`src/rtl/lrsc_pkg.sv`:
```
package lrsc_pkg;

    localparam logic [6:0] AMO_OPC      = 7'b0101111;
    localparam logic [4:0] F5_LOAD_RSV  = 5'b00010;
    localparam logic [4:0] F5_STORE_CND = 5'b00011;
    localparam logic [2:0] F3_WORD      = 3'b010;
    localparam logic [2:0] F3_DWORD     = 3'b011;
    localparam int         RD_W         = 5;
    localparam int         WORD_W       = 32;

    typedef enum logic [1:0] {
        K_LOAD_RSV,
        K_STORE_CND,
        K_BAD
    } kind_e;

    typedef struct packed {
        kind_e           kind;
        logic            dword;
        logic            aq;
        logic            rl;
        logic [RD_W-1:0] rd;
    } dec_t;

    typedef enum logic [1:0] {
        S_IDLE,
        S_RD_REQ,
        S_RD_WAIT,
        S_WR_REQ
    } state_e;

endpackage

```
`src/rtl/lrsc_decode.sv`:
```
// Instruction classifier for the atomic pair.
// Does: splits a raw 32-bit word into kind, size, ordering bits and rd.
// Assumes: purely combinational; the caller decides when the result is used.
module lrsc_decode
    import lrsc_pkg::*;
(
    input  logic [31:0] insn,
    output dec_t        dec
);

    logic [6:0] opc;
    logic [2:0] f3;
    logic [4:0] f5;
    logic [4:0] src2;
    logic       form_ok;

    assign opc  = insn[6:0];
    assign f3   = insn[14:12];
    assign f5   = insn[31:27];
    assign src2 = insn[24:20];

    // Legal major opcode with a supported size
    assign form_ok = (opc == AMO_OPC) && ((f3 == F3_WORD) || (f3 == F3_DWORD));

    // Build the decoded record
    always_comb begin
        dec.kind  = K_BAD;
        dec.dword = (f3 == F3_DWORD);
        dec.aq    = insn[26];
        dec.rl    = insn[25];
        dec.rd    = insn[11:7];
        if (form_ok && (f5 == F5_LOAD_RSV) && (src2 == 5'd0)) begin
            dec.kind = K_LOAD_RSV;
        end else if (form_ok && (f5 == F5_STORE_CND)) begin
            dec.kind = K_STORE_CND;
        end
    end

endmodule

```
`src/rtl/lrsc_resv.sv`:
```
// Single reservation register.
// Does: holds one address/size pair with a valid bit and compares an SC against it.
// Assumes: set and consume never occur in the same cycle; an external drop
//          overrides a set and also masks the compare in its own cycle.
module lrsc_resv #(
    parameter int AW = 64
) (
    input  logic          clk,
    input  logic          rst_n,
    input  logic          drop_i,
    input  logic          consume_i,
    input  logic          set_i,
    input  logic [AW-1:0] set_addr_i,
    input  logic          set_dword_i,
    input  logic [AW-1:0] chk_addr_i,
    input  logic          chk_dword_i,
    output logic          hit_o
);

    logic          valid_q;
    logic [AW-1:0] addr_q;
    logic          dword_q;

    // Reservation state: drop and consume have priority over a new set
    always_ff @(posedge clk) begin
        if (!rst_n) begin
            valid_q <= 1'b0;
            addr_q  <= '0;
            dword_q <= 1'b0;
        end else if (drop_i || consume_i) begin
            valid_q <= 1'b0;
        end else if (set_i) begin
            valid_q <= 1'b1;
            addr_q  <= set_addr_i;
            dword_q <= set_dword_i;
        end
    end

    // Match on address and size, masked by a same-cycle drop
    assign hit_o = valid_q && !drop_i
                && (addr_q == chk_addr_i) && (dword_q == chk_dword_i);

endmodule

```
`src/rtl/lrsc_ctrl.sv`:
```
// Sequencer for LR and SC.
// Does: accepts one instruction when idle, screens illegal and misaligned
//       ones, runs the read or write handshake, and drives the register write.
// Assumes: memory answers each read with exactly one response, never before
//          the request handshake; writes need no response.
module lrsc_ctrl
    import lrsc_pkg::*;
#(
    parameter int XLEN = 64
) (
    input  logic            clk,
    input  logic            rst_n,
    input  logic            in_valid,
    output logic            in_ready,
    input  dec_t            dec,
    input  logic [XLEN-1:0] rs1,
    input  logic [XLEN-1:0] rs2,
    input  logic            hit_i,
    output logic            consume_o,
    output logic            set_o,
    output logic [XLEN-1:0] set_addr_o,
    output logic            set_dword_o,
    output logic            mem_req_valid,
    input  logic            mem_req_ready,
    output logic            mem_req_we,
    output logic            mem_req_dword,
    output logic [XLEN-1:0] mem_req_addr,
    output logic [XLEN-1:0] mem_req_wdata,
    output logic            mem_req_aq,
    output logic            mem_req_rl,
    input  logic            mem_rsp_valid,
    input  logic [XLEN-1:0] mem_rsp_rdata,
    output logic            rf_we,
    output logic [RD_W-1:0] rf_waddr,
    output logic [XLEN-1:0] rf_wdata,
    output logic            misaligned,
    output logic            illegal
);

    localparam int WORD_LG  = 2;
    localparam int DWORD_LG = 3;
    localparam int UPPER_W  = XLEN - WORD_W;

    state_e          state_q;
    logic [XLEN-1:0] addr_q;
    logic [XLEN-1:0] wdata_q;
    logic            dword_q;
    logic            aq_q;
    logic            rl_q;
    logic            accept;
    logic            aligned;
    logic            is_atomic;
    logic [XLEN-1:0] load_ext;
    logic [XLEN-1:0] store_data;

    assign in_ready  = (state_q == S_IDLE);
    assign accept    = in_valid && in_ready;
    assign is_atomic = (dec.kind == K_LOAD_RSV) || (dec.kind == K_STORE_CND);

    // Natural alignment test for the selected size
    always_comb begin
        if (dec.dword) aligned = (rs1[DWORD_LG-1:0] == '0);
        else           aligned = (rs1[WORD_LG-1:0] == '0);
    end

    // Word loads are sign-extended, doubleword loads pass through
    always_comb begin
        if (dword_q) load_ext = mem_rsp_rdata;
        else         load_ext = {{UPPER_W{mem_rsp_rdata[WORD_W-1]}}, mem_rsp_rdata[WORD_W-1:0]};
    end

    // Word stores send only the low half of rs2
    always_comb begin
        if (dec.dword) store_data = rs2;
        else           store_data = {{UPPER_W{1'b0}}, rs2[WORD_W-1:0]};
    end

    assign consume_o   = accept && (dec.kind == K_STORE_CND) && aligned;
    assign set_o       = (state_q == S_RD_WAIT) && mem_rsp_valid;
    assign set_addr_o  = addr_q;
    assign set_dword_o = dword_q;

    assign mem_req_valid = (state_q == S_RD_REQ) || (state_q == S_WR_REQ);
    assign mem_req_we    = (state_q == S_WR_REQ);
    assign mem_req_dword = dword_q;
    assign mem_req_addr  = addr_q;
    assign mem_req_wdata = wdata_q;
    assign mem_req_aq    = aq_q;
    assign mem_req_rl    = rl_q;

    // Sequencer state
    always_ff @(posedge clk) begin
        if (!rst_n) begin
            state_q <= S_IDLE;
        end else begin
            unique case (state_q)
                S_IDLE: begin
                    if (accept && is_atomic && aligned) begin
                        if (dec.kind == K_LOAD_RSV) state_q <= S_RD_REQ;
                        else if (hit_i)             state_q <= S_WR_REQ;
                    end
                end
                S_RD_REQ:  if (mem_req_ready) state_q <= S_RD_WAIT;
                S_RD_WAIT: if (mem_rsp_valid) state_q <= S_IDLE;
                S_WR_REQ:  if (mem_req_ready) state_q <= S_IDLE;
                default:   state_q <= S_IDLE;
            endcase
        end
    end

    // Request fields captured at acceptance and held for the handshake
    always_ff @(posedge clk) begin
        if (!rst_n) begin
            addr_q  <= '0;
            wdata_q <= '0;
            dword_q <= 1'b0;
            aq_q    <= 1'b0;
            rl_q    <= 1'b0;
        end else if (accept && is_atomic && aligned) begin
            addr_q  <= rs1;
            wdata_q <= store_data;
            dword_q <= dec.dword;
            aq_q    <= dec.aq;
            rl_q    <= dec.rl;
        end
    end

    // Register-file write and fault strobes, one cycle wide
    always_ff @(posedge clk) begin
        if (!rst_n) begin
            rf_we      <= 1'b0;
            rf_waddr   <= '0;
            rf_wdata   <= '0;
            misaligned <= 1'b0;
            illegal    <= 1'b0;
        end else begin
            rf_we      <= 1'b0;
            misaligned <= 1'b0;
            illegal    <= 1'b0;
            if (accept && !is_atomic) begin
                illegal <= 1'b1;
            end else if (accept && !aligned) begin
                misaligned <= 1'b1;
            end else if (accept) begin
                rf_waddr <= dec.rd;
                if (dec.kind == K_STORE_CND) begin
                    rf_we    <= 1'b1;
                    rf_wdata <= {{(XLEN-1){1'b0}}, !hit_i};
                end
            end else if (set_o) begin
                rf_we    <= 1'b1;
                rf_wdata <= load_ext;
            end
        end
    end

endmodule

```
`src/rtl/lrsc_unit.sv`:
```
// Top of the load-reserved / store-conditional unit.
// Does: wires the decoder, the reservation register and the sequencer.
// Assumes: one instruction in flight at a time; clear_resv may arrive any cycle.
module lrsc_unit
    import lrsc_pkg::*;
#(
    parameter int XLEN = 64
) (
    input  logic            clk,
    input  logic            rst_n,
    input  logic            in_valid,
    output logic            in_ready,
    input  logic [31:0]     in_insn,
    input  logic [XLEN-1:0] in_rs1,
    input  logic [XLEN-1:0] in_rs2,
    input  logic            clear_resv,
    output logic            mem_req_valid,
    input  logic            mem_req_ready,
    output logic            mem_req_we,
    output logic            mem_req_dword,
    output logic [XLEN-1:0] mem_req_addr,
    output logic [XLEN-1:0] mem_req_wdata,
    output logic            mem_req_aq,
    output logic            mem_req_rl,
    input  logic            mem_rsp_valid,
    input  logic [XLEN-1:0] mem_rsp_rdata,
    output logic            rf_we,
    output logic [4:0]      rf_waddr,
    output logic [XLEN-1:0] rf_wdata,
    output logic            misaligned,
    output logic            illegal
);

    dec_t            dec;
    logic            hit;
    logic            consume;
    logic            set_en;
    logic [XLEN-1:0] set_addr;
    logic            set_dword;

    lrsc_decode u_dec (
        .insn (in_insn),
        .dec  (dec)
    );

    lrsc_resv #(.AW(XLEN)) u_resv (
        .clk         (clk),
        .rst_n       (rst_n),
        .drop_i      (clear_resv),
        .consume_i   (consume),
        .set_i       (set_en),
        .set_addr_i  (set_addr),
        .set_dword_i (set_dword),
        .chk_addr_i  (in_rs1),
        .chk_dword_i (dec.dword),
        .hit_o       (hit)
    );

    lrsc_ctrl #(.XLEN(XLEN)) u_ctrl (
        .clk           (clk),
        .rst_n         (rst_n),
        .in_valid      (in_valid),
        .in_ready      (in_ready),
        .dec           (dec),
        .rs1           (in_rs1),
        .rs2           (in_rs2),
        .hit_i         (hit),
        .consume_o     (consume),
        .set_o         (set_en),
        .set_addr_o    (set_addr),
        .set_dword_o   (set_dword),
        .mem_req_valid (mem_req_valid),
        .mem_req_ready (mem_req_ready),
        .mem_req_we    (mem_req_we),
        .mem_req_dword (mem_req_dword),
        .mem_req_addr  (mem_req_addr),
        .mem_req_wdata (mem_req_wdata),
        .mem_req_aq    (mem_req_aq),
        .mem_req_rl    (mem_req_rl),
        .mem_rsp_valid (mem_rsp_valid),
        .mem_rsp_rdata (mem_rsp_rdata),
        .rf_we         (rf_we),
        .rf_waddr      (rf_waddr),
        .rf_wdata      (rf_wdata),
        .misaligned    (misaligned),
        .illegal       (illegal)
    );

endmodule

```
`config.mk`:
```
export PLATFORM = sky130hd
export DESIGN_NAME = lrsc_unit
export DESIGN_NICKNAME = d
export VERILOG_FILES = /design/src/rtl/lrsc_pkg.sv /design/src/rtl/lrsc_decode.sv /design/src/rtl/lrsc_resv.sv /design/src/rtl/lrsc_ctrl.sv /design/src/rtl/lrsc_unit.sv
export SDC_FILE = /design/constraint.sdc
export NUM_CORES = 1
export LEC_CHECK = 0
export ABC_AREA = 1
export BUFFER_PORTS_ARGS = -buffer_cell sky130_fd_sc_hd__buf_2
export CORE_ASPECT_RATIO = 0.9
export CORE_MARGIN = 2
export CORE_UTILIZATION = 30
export CTS_CLUSTER_DIAMETER = 40
export CTS_CLUSTER_SIZE = 12
export DETAILED_ROUTE_END_ITERATION = 7
export PLACE_DENSITY = 0.63
export RECOVER_POWER = 50
export SLEW_MARGIN = 5
export SYNTH_ARGS = -nofsm -noshare
export SYNTH_HDL_FRONTEND = slang
export SYNTH_SLANG_ARGS = --single-unit
```
`constraint.sdc`:
```
create_clock -name clk -period 2.4 [get_ports clk]
set_input_delay 0.72 -clock clk [delete_from_list [all_inputs] [get_ports clk]]
set_output_delay 0.72 -clock clk [all_outputs]
set_load 0.01 [all_outputs]
```
==> flow_summary.json, run 1 <==
{
  "status": "completed",
  "detail_route.wl_per_cell_um": 16.36,
  "syn_nets": 1861,
  "yosys_warnings": 0,
  "dp_slack_ns": -0.1376,
  "endpoint": "mem_req_we",
  "final_common_cell": "nand2_1",
  "post-place-cells": 2489,
  "worstReg2RegStart": "u_resv.addr_q[56]",
  "crit_required_ns": 1.68,
  "p_switching_w": 0.002645,
  "ys_seq_area_frac": 0.4758,
  "layout-drive-gt1-share": 0.1744,
  "gp_congestion": 0.9195,
  "antenna_found_initial": 4,
  "max-vdd-ir-drop_mv": 0.5534,
  "vias": 12227,
  "worstPathArrival_ns": 1.39,
  "muxShareOfSynthArea": 0,
  "die_w_um": 209.5,
  "grt_setup_unrepaired": "false",
  "viasPerCell": 4.761,
  "grt_start_max_net_pins": 104,
  "tightest_slew_ns": 0.4511,
  "slew_headroom": 0.6961,
  "worstSetupPathType": "reg2out",
  "cts_buffer_depth": 3,
  "cts_tree": "done",
  "path_clk_slew_ns": 0.05,
  "fillers": 3954,
  "period_needed_ns": 2.107,
  "synthXorXnorAreaFrac": 0.006913,
  "r2r_end": "u_ctrl.rf_wdata[0]",
  "reg2regPathDepth": 11,
  "powerDensity_mw_per_mm2": 738.8,
  "ys_ff_latch": 271,
  "std_cell_rows": 67,
  "placed_area_sq_mm": 0.01429,
  "io_pins": 436,
  "nets": 2281,
  "fp.dieH_um": 189.0,
  "ant_nets": 0,
  "area_delta_synth_final_pct": 36.09,
  "ctsHtreeMaxLevel": 2,
  "grt_pass1_vias": 11520,
  "drv_cap": 0,
  "core_sq_mm": 0.03739,
  "final_cell_count_no_fill": 2568,
  "drc": 0,
  "setup_viol": 0,
  "cts-buffers-inserted": 43,
  "netSwitchingFraction": 0.2307,
  "overflow": 0,
  "cp-startpoint": "u_ctrl.state_q[0]",
  "cp-start-kind": "flip-flop",
  "drtIter0Drc": 804,
  "grtUsageTotal": 0.2044,
  "hold_violations": 0,
  "final_max_slew_viol_count": 0,
  "grt_pass1_wl_mm": 63.29,
  "start_util": 0.3050,
  "layout_common_cells": "nand2_1, dfxtp_1, buf_2, a21oi_1, clkbuf_1",
  "synth-simple-area-share": 0.2505,
  "end_kind": "primary output",
  "synth_area_sq_mm": 0.01140,
  "dieArea_sq_mm": 0.03959,
  "max_freq_mhz": 474.5,
  "clkSinkCount": 271,
  "hold_class": "in2reg",
  "p_clk_frac": 0.556,
  "fin_crit_sh": 0.8781,
  "synth-adder-area-share": 0,
  "skew_ns": 0.01403,
  "critPathMaxFanout": 6,
  "p_leak_nw": 6.481,
  "combPwrFrac": 0.051,
  "cts_hold_buf": 0,
  "port_buffers": 430,
  "root_buffer": "clkbuf_16",
  "pwr-share-seq": 0.393,
  "drt_pass1_iterations": 5,
  "postCtsSetupBuffers": 0,
  "synth-compound-area-share": 0.1763,
  "worst_slack_ns": 0.2925,
  "synth_cells": 1631,
  "ys_types": 33,
  "reg2reg_slack_ns": 0.52,
  "dpl.hpwl_mm": 31.52,
  "fin_tns_setup_ns": 0,
  "synth_top_family_by_area": "simple AND/OR/NAND/NOR gates",
  "p_int_w": 0.008819,
  "cts_resized": 0,
  "clock_latency_ns": 0.55,
  "post-route-cell-area_sq_mm": 0.01552,
  "synth_area_per_cell_sq_um": 6.991,
  "wl_mm": 42.00
}
-- registers in the layout, summed over array words and instances, names as in the netlist, 2 cells and up --
register / count
u_ctrl.mem_req_addr: 64
u_ctrl.mem_req_wdata: 64
u_ctrl.rf_waddr: 5
u_ctrl.rf_wdata: 64
u_ctrl.state_q: 2
u_resv.addr_q: 64
-- logic make-up (layout without fill, tap and decap cells) --
kind of cell / after synthesis / in the layout
other cells: 0 / 3
xor+xnor: 9 / 9
compound gates: 400 / 400
buf+inv: 247 / 698
flops: 271 / 271
simple gates: 704 / 704
-- stage by stage --
stage | hold slack [ns] | total power [W] | utilization
after global routing | 0.4129 | 0.01188 | 0.4150
after global placement | 0.4437 | 0.005165 | 0.3823
after CTS | 0.3870 | 0.01159 | 0.4219
after floorplan | 0.4355 | 0.004845 | -
after detailed placement | 0.4487 | 0.005173 | 0.3823
final | 0.4199 | 0.01146 | 0.4150
-- Yosys cell counts, drive strengths merged --
cell type | instances | area share
clkbuf | 54 | 0.018
inv | 149 | 0.049
nor2 | 178 | 0.059
o211ai | 1 | 0.00066
o21ai | 179 | 0.079
and3 | 1 | 0.00055
buf | 43 | 0.023
a21boi | 1 | 0.00066
xor2 | 3 | 0.0023
nand2 | 446 | 0.15
nor3 | 8 | 0.0040
dfxtp | 271 | 0.48
xnor2 | 6 | 0.0046
nand4 | 14 | 0.0077
a21oi | 219 | 0.096
nand3 | 50 | 0.027
clkinv | 1 | 0.00044
nor3b | 4 | 0.0031
nand3b | 1 | 0.00066
or2 | 2 | 0.0011
-- cell type report --
cell class,instances,area (sq um),share of cell area
Inverter,150,568.0,0.03661
Sequential cell,271,5425,0.3496
Clock buffer,53,1186,0.07644
Clock inverter,23,294.0,0.01895
Timing Repair Buffer,472,2462,0.1587
Tap cell,483,604.3,0.03895
Multi-Input combinational cell,1113,4970,0.3203
Antenna cell,3,7.507,0.0004838
-- layer usage --
layer  global-route usage  routed length [um]
met1               0.2720               18550
met2               0.3155               18600
met3              0.05623                3579
met4              0.07829                1262
met5                    0                  15
-- how the worst min path moves through the flow --
stage / start / to / slack, ns / cells past startpoint
2_1_floorplan: u_resv.addr_q[46] / u_resv.addr_q[46] / 0.44 / 2
3_3_place_gp: u_resv.addr_q[34] / u_resv.addr_q[34] / 0.44 / 2
3_5_place_dp: u_ctrl.rf_wdata[37] / u_ctrl.rf_wdata[37] / 0.45 / 2
4_1_cts: in_rs2[26] / u_ctrl.mem_req_wdata[26] / 0.39 / 3
5_1_grt: mem_rsp_rdata[15] / u_ctrl.rf_wdata[15] / 0.41 / 3
6_report: in_rs2[26] / u_ctrl.mem_req_wdata[26] / 0.42 / 3
-- power by group through the flow --
stage | clock (W) | sequential [W] | combinational (W)
2_1_floorplan | 0 | 0.00460 | 0.000246
3_5_place_dp | 0 | 0.00460 | 0.000574
6_report | 0.00638 | 0.00450 | 0.000581
5_1_grt | 0.00674 | 0.00450 | 0.000646
3_3_place_gp | 0 | 0.00460 | 0.000566
4_1_cts | 0.00650 | 0.00450 | 0.000578
-- worst max-delay path, cell delays in order (launching register included) --
cell and delay [ns]:
dfxtp_1 0.51, nand2_1 0.14, inv_1 0.07, buf_2 0.14
No activity file was read; power rests on OpenSTA's default activity.
==> inputs of run 2 (changes only) <==
--- a/config.mk
+++ b/config.mk
@@ -7,6 +7,7 @@
 export LEC_CHECK = 0
 export ABC_AREA = 1
 export BUFFER_PORTS_ARGS = -buffer_cell sky130_fd_sc_hd__buf_2
+export CAP_MARGIN = 20
 export CORE_ASPECT_RATIO = 0.9
 export CORE_MARGIN = 2
 export CORE_UTILIZATION = 30
==> constraint.sdc (replaced) <==
create_clock -name clk -period 2.35 [get_ports clk]
set_input_delay 0.705 -clock clk [delete_from_list [all_inputs] [get_ports clk]]
set_output_delay 0.705 -clock clk [all_outputs]
set_load 0.01 [all_outputs]
==> flow_summary.json, run 2 (synthesis gave the netlist of run 1 again) <==
{
  "postCtsSetupBuffers": 0,
  "crit_required_ns": 1.64,
  "post-place-cells": 2495,
  "slew_headroom": 0.6278,
  "drc": 0,
  "viasPerCell": 4.747,
  "placed_area_sq_mm": 0.01429,
  "p_leak_nw": 6.452,
  "fin_tns_setup_ns": 0,
  "antenna_found_initial": 5,
  "core_sq_mm": 0.03739,
  "cp-start-kind": "flip-flop",
  "area_delta_synth_final_pct": 35.93,
  "fillers": 4019,
  "max_freq_mhz": 474.6,
  "skew_ns": 0.01871,
  "seqCellArea_sq_mm": 0.005425,
  "cts-buffers-inserted": 44,
  "nets": 2288,
  "dieArea_sq_mm": 0.03959,
  "max-vdd-ir-drop_mv": 0.5568,
  "layout-drive-gt1-share": 0.1777,
  "powerDensity_mw_per_mm2": 751.2,
  "critPathMaxFanout": 6,
  "clkSinkCount": 271,
  "grtUsageTotal": 0.2022,
  "start_util": 0.3050,
  "grt_setup_unrepaired": "false",
  "grt_start_max_net_pins": 128,
  "drtIter0Drc": 830,
  "hold_class": "in2reg",
  "cts_buffer_depth": 3,
  "layout_common_cells": "nand2_1, dfxtp_1, buf_2, a21oi_1, clkbuf_1",
  "drv_cap": 0,
  "gp_congestion": 0.9186,
  "setup_viol": 0,
  "reg2regPathDepth": 8,
  "p_int_w": 0.008790,
  "hold_violations": 0,
  "worstPathArrival_ns": 1.40,
  "grt_pass1_vias": 11306,
  "final_cell_count_no_fill": 2580,
  "clock_latency_ns": 0.56,
  "status": "completed",
  "ctsHtreeMaxLevel": 2,
  "final_max_slew_viol_count": 0,
  "p_switching_w": 0.002852,
  "io_pins": 436,
  "final_util": 0.4145,
  "end_kind": "primary output",
  "cts_hold_buf": 0,
  "multi_input_area_sq_mm": 0.004970,
  "ant_nets": 0,
  "power.total_w": 0.01164,
  "cts_resized": 0,
  "std_cell_rows": 67,
  "drt_pass1_iterations": 5,
  "period_needed_ns": 2.107,
  "detail_route.wl_per_cell_um": 16.17,
  "root_buffer": "clkbuf_16",
  "tightest_slew_ns": 0.5583,
  "path_clk_slew_ns": 0.06,
  "overflow": 0,
  "min_delay_path_depth": 3,
  "netSwitchingFraction": 0.2450,
  "wl_mm": 41.72,
  "port_buffers": 430,
  "fin_crit_sh": 0.8966,
  "pwr-share-seq": 0.395,
  "worstSetupPathType": "reg2out",
  "vias": 12247,
  "p_clk_frac": 0.554,
  "die_w_um": 209.5,
  "combPwrFrac": 0.051,
  "final_common_cell": "nand2_1",
  "fp.dieH_um": 189.0,
  "grt_pass1_wl_mm": 62.96,
  "post-route-cell-area_sq_mm": 0.01550,
  "cts_tree": "done",
  "dpl.hpwl_mm": 31.35
}
run 2: final cells by class:
class | instances | share of cell area
antenna | 4 | 0.0006458
clock buffer | 51 | 0.07468
clock inverter | 30 | 0.02139
inverter | 150 | 0.03665
multi-input combinational | 1113 | 0.3207
sequential | 271 | 0.3500
tap | 483 | 0.03899
timing repair buffer | 478 | 0.1569
run 2: per-stage QoR:
stage | hold WS (ns) | worst slack, ns
6_report | 0.3854 | 0.2429
5_1_grt | 0.3759 | 0.1404
4_1_cts | 0.3467 | 0.1993
3_5_place_dp | 0.4507 | -0.2588
3_3_place_gp | 0.4447 | -0.1827
2_1_floorplan | 0.4355 | 0.4104
run 2: path summary, 6_finish.rpt:
path | startpoint | to | slack [ns]
max | u_ctrl.state_q[0] | mem_req_we | 0.24
max reg2reg | u_ctrl.state_q[1] | u_ctrl.rf_wdata[0] | 0.43
min reg2reg | u_resv.addr_q[12] | u_resv.addr_q[12] | 0.46
min | in_rs2[26] | u_ctrl.mem_req_wdata[26] | 0.39
run 2: power by group through the flow:
stage          clock network, W  logic [W]  registers, W
2_1_floorplan                 0   0.000251       0.00470
3_3_place_gp                  0   0.000580       0.00470
3_5_place_dp                  0   0.000585       0.00470
4_1_cts                 0.00660   0.000590       0.00460
5_1_grt                 0.00681   0.000656       0.00460
6_report                0.00645   0.000592       0.00460
run 2: routing by layer:
metal	up-vias	wire, um	track usage
met5	-	13	0
met1	5658	18880	0.2739
met3	75	3016	0.04959
li1	6090	-	-
met4	2	1109	0.07665
met2	422	18700	0.3113
run 2: worst max-delay path: stages (launching register included):
cell     delay [ns]
dfxtp_1        0.51
nand2_1        0.14
inv_1          0.06
buf_2          0.14
